<file path="config.mk">
export PLATFORM = sky130hd
export DESIGN_NAME = bch_cond
export DESIGN_NICKNAME = d
export VERILOG_FILES = /design/src/rtl/bch_pkg.sv /design/src/rtl/bch_cfg_regs.sv /design/src/rtl/bch_tx_path.sv /design/src/rtl/bch_rx_path.sv /design/src/rtl/bch_cond.sv
export SDC_FILE = /design/constraint.sdc
export NUM_CORES = 1
export LEC_CHECK = 0
export BUFFER_PORTS_ARGS = -buffer_cell sky130_fd_sc_hd__buf_2
export CAP_MARGIN = 30
export CORE_MARGIN = 4
export CORE_UTILIZATION = 57
export DETAILED_ROUTE_END_ITERATION = 12
export GPL_TIMING_DRIVEN = 0
export PLACE_DENSITY_LB_ADDON = 0.1
export SETUP_SLACK_MARGIN = 0.05
export SLEW_MARGIN = 10
export SYNTH_ARGS = -nofsm -noshare
export SYNTH_HDL_FRONTEND = slang
export SYNTH_SLANG_ARGS = --single-unit
export TNS_END_PERCENT = 1
</file>
<file path="constraint.sdc">
create_clock -name clk -period 3.51 [get_ports clk]
set_input_delay 0.1755 -clock clk [delete_from_list [all_inputs] [get_ports clk]]
set_output_delay 0.1755 -clock clk [all_outputs]
set_load 0.05 [all_outputs]
</file>
<file path="src/rtl/bch_pkg.sv">
package bch_pkg;
    localparam int B_BITS = 8;
    localparam int D_BITS = 2;
    localparam int CREG_W = 4;

    typedef struct packed {
        logic ctl_b1;
        logic ctl_b2;
        logic inv_b1;
        logic inv_b2;
        logic loop_en;
        logic swap_en;
    } cfg_t;
endpackage

</file>
<file path="src/rtl/bch_cfg_regs.sv">
module bch_cfg_regs
    import bch_pkg::*;
#(
    parameter int REG_W = CREG_W
) (
    input  logic             clk,
    input  logic             rst_n,
    input  logic             sw_rst,
    input  logic             wr_en,
    input  logic             addr,
    input  logic [REG_W-1:0] wdata,
    output logic [REG_W-1:0] rdata,
    output cfg_t             cfg
);
    cfg_t cfg_d, cfg_q;

    always_comb begin
        cfg_d = cfg_q;
        if (sw_rst) begin
            cfg_d = '0;
        end else if (wr_en) begin
            if (!addr) begin
                {cfg_d.ctl_b1, cfg_d.ctl_b2, cfg_d.inv_b1, cfg_d.inv_b2} = wdata[REG_W-1 -: 4];
            end else begin
                {cfg_d.loop_en, cfg_d.swap_en} = wdata[REG_W-1 -: 2];
            end
        end
    end

    always_ff @(posedge clk or negedge rst_n) begin
        if (!rst_n) cfg_q <= '0;
        else        cfg_q <= cfg_d;
    end

    always_comb begin
        rdata = '0;
        if (!addr) rdata[REG_W-1 -: 4] = {cfg_q.ctl_b1, cfg_q.ctl_b2, cfg_q.inv_b1, cfg_q.inv_b2};
        else       rdata[REG_W-1 -: 2] = {cfg_q.loop_en, cfg_q.swap_en};
    end

    assign cfg = cfg_q;
endmodule

</file>
<file path="src/rtl/bch_tx_path.sv">
module bch_tx_path
    import bch_pkg::*;
#(
    parameter int BW = B_BITS,
    parameter int DW = D_BITS,
    localparam int FW = 2 * BW + DW
) (
    input  logic          mode_nt,
    input  cfg_t          cfg,
    input  logic [FW-1:0] fr_word,
    output logic [FW-1:0] line_word
);
    logic [1:0]    ctl, inv, idle;
    logic [BW-1:0] chan_in  [2];
    logic [BW-1:0] chan_out [2];

    assign ctl = {cfg.ctl_b2, cfg.ctl_b1};
    assign inv = {cfg.inv_b2, cfg.inv_b1};
    assign chan_in[0] = fr_word[FW-1 -: BW];
    assign chan_in[1] = fr_word[DW +: BW];

    for (genvar c = 0; c < 2; c++) begin : g_chan
        // channel gate first; forced idle wins over inversion
        assign idle[c] = mode_nt ? ctl[c] : ~ctl[c];
        always_comb begin
            if (idle[c])     chan_out[c] = '1;
            else if (inv[c]) chan_out[c] = ~chan_in[c];
            else             chan_out[c] = chan_in[c];
        end
    end

    always_comb begin
        if (cfg.swap_en) line_word = {chan_out[1], chan_out[0], fr_word[DW-1:0]};
        else             line_word = {chan_out[0], chan_out[1], fr_word[DW-1:0]};
    end
endmodule

</file>
<file path="src/rtl/bch_rx_path.sv">
module bch_rx_path
    import bch_pkg::*;
#(
    parameter int BW = B_BITS,
    parameter int DW = D_BITS,
    localparam int FW = 2 * BW + DW
) (
    input  cfg_t          cfg,
    input  logic [FW-1:0] line_word,
    output logic [FW-1:0] fr_word
);
    logic [1:0]    inv;
    logic [BW-1:0] slot [2];
    logic [BW-1:0] chan [2];

    assign inv     = {cfg.inv_b2, cfg.inv_b1};
    assign slot[0] = line_word[FW-1 -: BW];
    assign slot[1] = line_word[DW +: BW];

    for (genvar c = 0; c < 2; c++) begin : g_chan
        logic [BW-1:0] src;
        assign src     = cfg.swap_en ? slot[1-c] : slot[c];
        assign chan[c] = inv[c] ? ~src : src;
    end

    assign fr_word = {chan[0], chan[1], line_word[DW-1:0]};
endmodule

</file>
<file path="src/rtl/bch_cond.sv">
module bch_cond
    import bch_pkg::*;
#(
    parameter int BW    = B_BITS,
    parameter int DW    = D_BITS,
    parameter int REG_W = CREG_W,
    localparam int FW   = 2 * BW + DW
) (
    input  logic             clk,
    input  logic             rst_n,
    input  logic             sw_rst,
    input  logic             mode_nt,
    input  logic             reg_we,
    input  logic             reg_addr,
    input  logic [REG_W-1:0] reg_wdata,
    output logic [REG_W-1:0] reg_rdata,
    input  logic             fr_strobe,
    input  logic [FW-1:0]    fr_rx_word,
    input  logic [FW-1:0]    line_rx_word,
    output logic [FW-1:0]    line_tx_word,
    output logic [FW-1:0]    fr_tx_word,
    output logic             out_valid
);
    typedef struct packed {
        logic [FW-1:0] line_tx;
        logic [FW-1:0] fr_tx;
        logic [FW-1:0] lb_buf;
        logic          valid;
    } path_t;

    cfg_t          cfg;
    logic [FW-1:0] tx_cond, rx_cond;
    path_t         st_d, st_q;

    bch_cfg_regs #(.REG_W(REG_W)) u_regs (
        .clk   (clk),
        .rst_n (rst_n),
        .sw_rst(sw_rst),
        .wr_en (reg_we),
        .addr  (reg_addr),
        .wdata (reg_wdata),
        .rdata (reg_rdata),
        .cfg   (cfg)
    );

    bch_tx_path #(.BW(BW), .DW(DW)) u_tx (
        .mode_nt  (mode_nt),
        .cfg      (cfg),
        .fr_word  (fr_rx_word),
        .line_word(tx_cond)
    );

    bch_rx_path #(.BW(BW), .DW(DW)) u_rx (
        .cfg      (cfg),
        .line_word(line_rx_word),
        .fr_word  (rx_cond)
    );

    always_comb begin
        st_d       = st_q;
        st_d.valid = fr_strobe;
        if (fr_strobe) begin
            st_d.line_tx = tx_cond;
            st_d.fr_tx   = cfg.loop_en ? st_q.lb_buf : rx_cond;
            st_d.lb_buf  = fr_rx_word;
        end
    end

    always_ff @(posedge clk or negedge rst_n) begin
        if (!rst_n) st_q <= '0;
        else        st_q <= st_d;
    end

    assign line_tx_word = st_q.line_tx;
    assign fr_tx_word   = st_q.fr_tx;
    assign out_valid    = st_q.valid;
endmodule

</file>
==> results.md <==
* Adder-cell share of the synthesized area at 0%
* Reg-to-reg slack, setup at between 2 and 2.5 ns
* CTS tree: yes
* Final instance area at 4080 um2
* ANT cells at 0
* Port bufs at 86
* DRT antenna net count at 0
* Synth Register Bits at between 50 and 60
* Die height at 84.9 um
* Final Hold Vio Count at 0
* CTS buffer count at 9
* NumNets Final at 460
* Synth Area in Compound Gates at 11.0%
* Number of global-route vias before repair at 2679
* Maximum buffer depth of the clock tree at 2
* Root Buffer: clkbuf_8
* Worst skew pair latency at 0.32 ns
* Unique cell type count in the Yosys netlist at 20
* Largest net degree at the start of global routing at 60
* Crit-path max FO at 10
* CP Cell Sequence: buf_2, buf_4, nor2b_1, buf_2
* Hold WC Path Type: in -> reg
* VDD IR max at 0.000292 V
* Hold path start: fr_strobe
* Clk pin slew, worst setup/hold paths at 0.06 ns
* Synth Instances at around 320
* Top Ports at 88
* Pwr per Cell Area at 490 nW/um2
* Cell area after placement at 3890 um2
* Grt ovf at 0
* Chip width at 84.9 um
* Routability congestion estimate at 0.788
* Fraction of synthesized cell area in xor and xnor cells at 9.28%
* Avg Cell Area, Syn at around 11 um2
* Launch point of the worst reg-to-reg path: u_regs.cfg[0]
* Static Leak at 2.01 nW
* Max incr delay on CP at 0.32 ns
* Vias per cell at 5.29
* Initial antenna violation count at 0
* Top achievable clock speed at 554 MHz
* Die area at 7210 um2
* Final wirelength at 7740 um
* Rel. slew slack at 50.3%
* Worst clock skew at about 0.0053 ns
* Syn Nets at 362
* Resize count post-CTS at 0
* P&R area growth vs syn at 21.1%
* 1st-iter DRT viols at 199
* Rows at 27
* Post-Synthesis Cell Area at ~3400 um2
* Worst Hold Endpoint: out_valid
* Fillers at 431
* Synth top area share at between 40 and 50%
* Core ar. at 5610 um2
* Worst setup SP type: flop
* Final Setup Violations at 0
* CTS sink cnt at slightly below 60
* Status: completed
* Worst-Margin Slew at 0.745 ns
* Time the worst path needs with I/O delays and setup at 1.80 ns
* Synth warn at 0
* Pre-Repair DR Iteration Count at 4
* Hold path cells at 1
* Crit Path Category: reg -> out
* Wirelength per Cell at 15.8 um
* DP Wirelength at between 5000 and 6000 um
* Vias at 2585
* Grt peak-use layer: met2
* Fin crit share at 51.4%
* CP max-delay cell: dfrtp_1
* H-tree depth at 3
* Worst reg2reg path depth at 5
* Routing usage on met1 at between 20% and 30%
* Post-Synth Simple-Gate Area at 10.1%
* Met2 GRT Util at 38.4%
* R2r endpoint: fr_tx_word[12]
* Top cell by count, worst path: buf_2
* RSZ-0062 raised after global routing: no
* Max cap viols at 0
* Seq/Total Area, Yosys at 43.8%
* Met3 Use GR at 3.88%
* GRT Util Overall at between 20% and 30%
* Final slew viol count at 0
* Largest family of logic cells by synthesized area: buffers and inverters
* First-pass GRT wire length at 12900 um
* Crit path DAT at 1.63 ns
* Largest cells by area after synthesis: dfrtp_1, buf_4, xor2_1
* Fin Setup TNS at 0 ns
* Largest area contributor in the netlist: dfrtp_1
* Post-synthesis mux area share at 12.0%
* CP Capture Type: output port
* CP Data Required Time at 3.33 ns
* Effective utilization at floorplan at 60.1%
* # DRC at 0
* Share of cells above drive strength 1 at around 44%
layout make-up:
class	instances	area [um2]	share of cell area (%)
multi-input cells	182	1430	35.0
clock inverters	2	10.0	0.245
well taps	72	90.1	2.21
plain buffers	58	405	9.93
repair buffers	87	443	10.8
inverters	16	60.1	1.47
flip-flops and latches	59	1480	36.2
clock buffers	13	169	4.14
worst max-delay path: cells and delay by family, from the launching register on:
kind / cells / cell delay, ns
buf+inv: 3 / 0.83
flops: 1 / 0.32
simple gates: 1 / 0.16
how the worst max path moves through the flow:
stage                  start           end  slack, ns  depth (start not counted)
6_report       u_regs.cfg[2]  reg_rdata[0]       1.71                          4
5_1_grt        u_regs.cfg[2]  reg_rdata[0]       1.59                          4
4_1_cts        u_regs.cfg[2]  reg_rdata[0]       1.69                          4
3_5_place_dp   u_regs.cfg[2]  reg_rdata[0]       2.04                          4
3_3_place_gp   u_regs.cfg[2]  reg_rdata[0]       2.08                          4
2_1_floorplan  u_regs.cfg[2]  reg_rdata[0]       1.87                          3
report_power, final:
part	internal (mW)	switching, mW
Combinational	0.233	0.401
Sequential	0.760	0.0463
Clock	0.308	0.253
Total	1.30	0.700
synth_stat cells:
| cell | n |
|---|---|
| dfrtp_1 | 59 |
| buf_4 | 39 |
| xor2_1 | 32 |
| o221ai_1 | 24 |
| mux2_2 | 20 |
| nand2b_1 | 19 |
| mux2i_1 | 18 |
| nand3_1 | 18 |
| nor2_1 | 18 |
| inv_1 | 16 |
| buf_2 | 13 |
| nand2_1 | 12 |
| a21oi_1 | 8 |
| o221ai_2 | 8 |
| clkbuf_1 | 3 |
| nor2b_1 | 3 |
| xnor2_2 | 2 |
| buf_12 | 1 |
| buf_6 | 1 |
| clkbuf_2 | 1 |
through the flow:
stage	util (%)	power [mW]	setup slack [ns]	std cells	hold WS (ns)
2_1_floorplan	-	1.30	1.87	315	-0.120
3_3_place_gp	69.4	1.44	2.08	473	0.341
3_5_place_dp	69.4	1.45	2.04	473	0.290
4_1_cts	72.8	2.01	1.69	489	0.00178
5_1_grt	72.8	2.09	1.59	489	0.00519
6_report	72.8	2.00	1.71	489	0.0116
cell usage in the layout (no fill, tap or decap), types with 18 or more instances in the layout:
cell / synthesis / layout
nor2_1: 18 / 18
dfrtp_1: 59 / 59
o221ai_1: 24 / 24
xor2_1: 32 / 32
nand3_1: 18 / 18
mux2_2: 20 / 20
buf_4: 39 / 40
nand2b_1: 19 / 19
mux2i_1: 18 / 18
buf_2: 13 / 98
sequential cells by signal, summed over array words and instances, names as in the netlist:
signal and cells:
st_q 16, out_valid 1, line_tx_word 18, fr_tx_word 18, u_regs.cfg 6
cell families after synthesis:
logic type                Yosys count
buffers and inverters              74
xor gates and xnor gates           34
DFF                                59
and+or+nand+nor                    70
muxes                              38
AOI/OAI and AO/OA                  40
routing by layer:
layer / vias to the layer above / routed length (um)
met5: - / 0
li1: 1243 / -
met4: 0 / 74
met2: 77 / 3870
met3: 7 / 443
met1: 1258 / 3350
repair_timing:
action / in CTS / in global routing
hold buffers: 1 / 0
setup buffers: 0 / 0
endpoints found under the hold margin: 59 / 0
(Power assumes the default switching activity.)
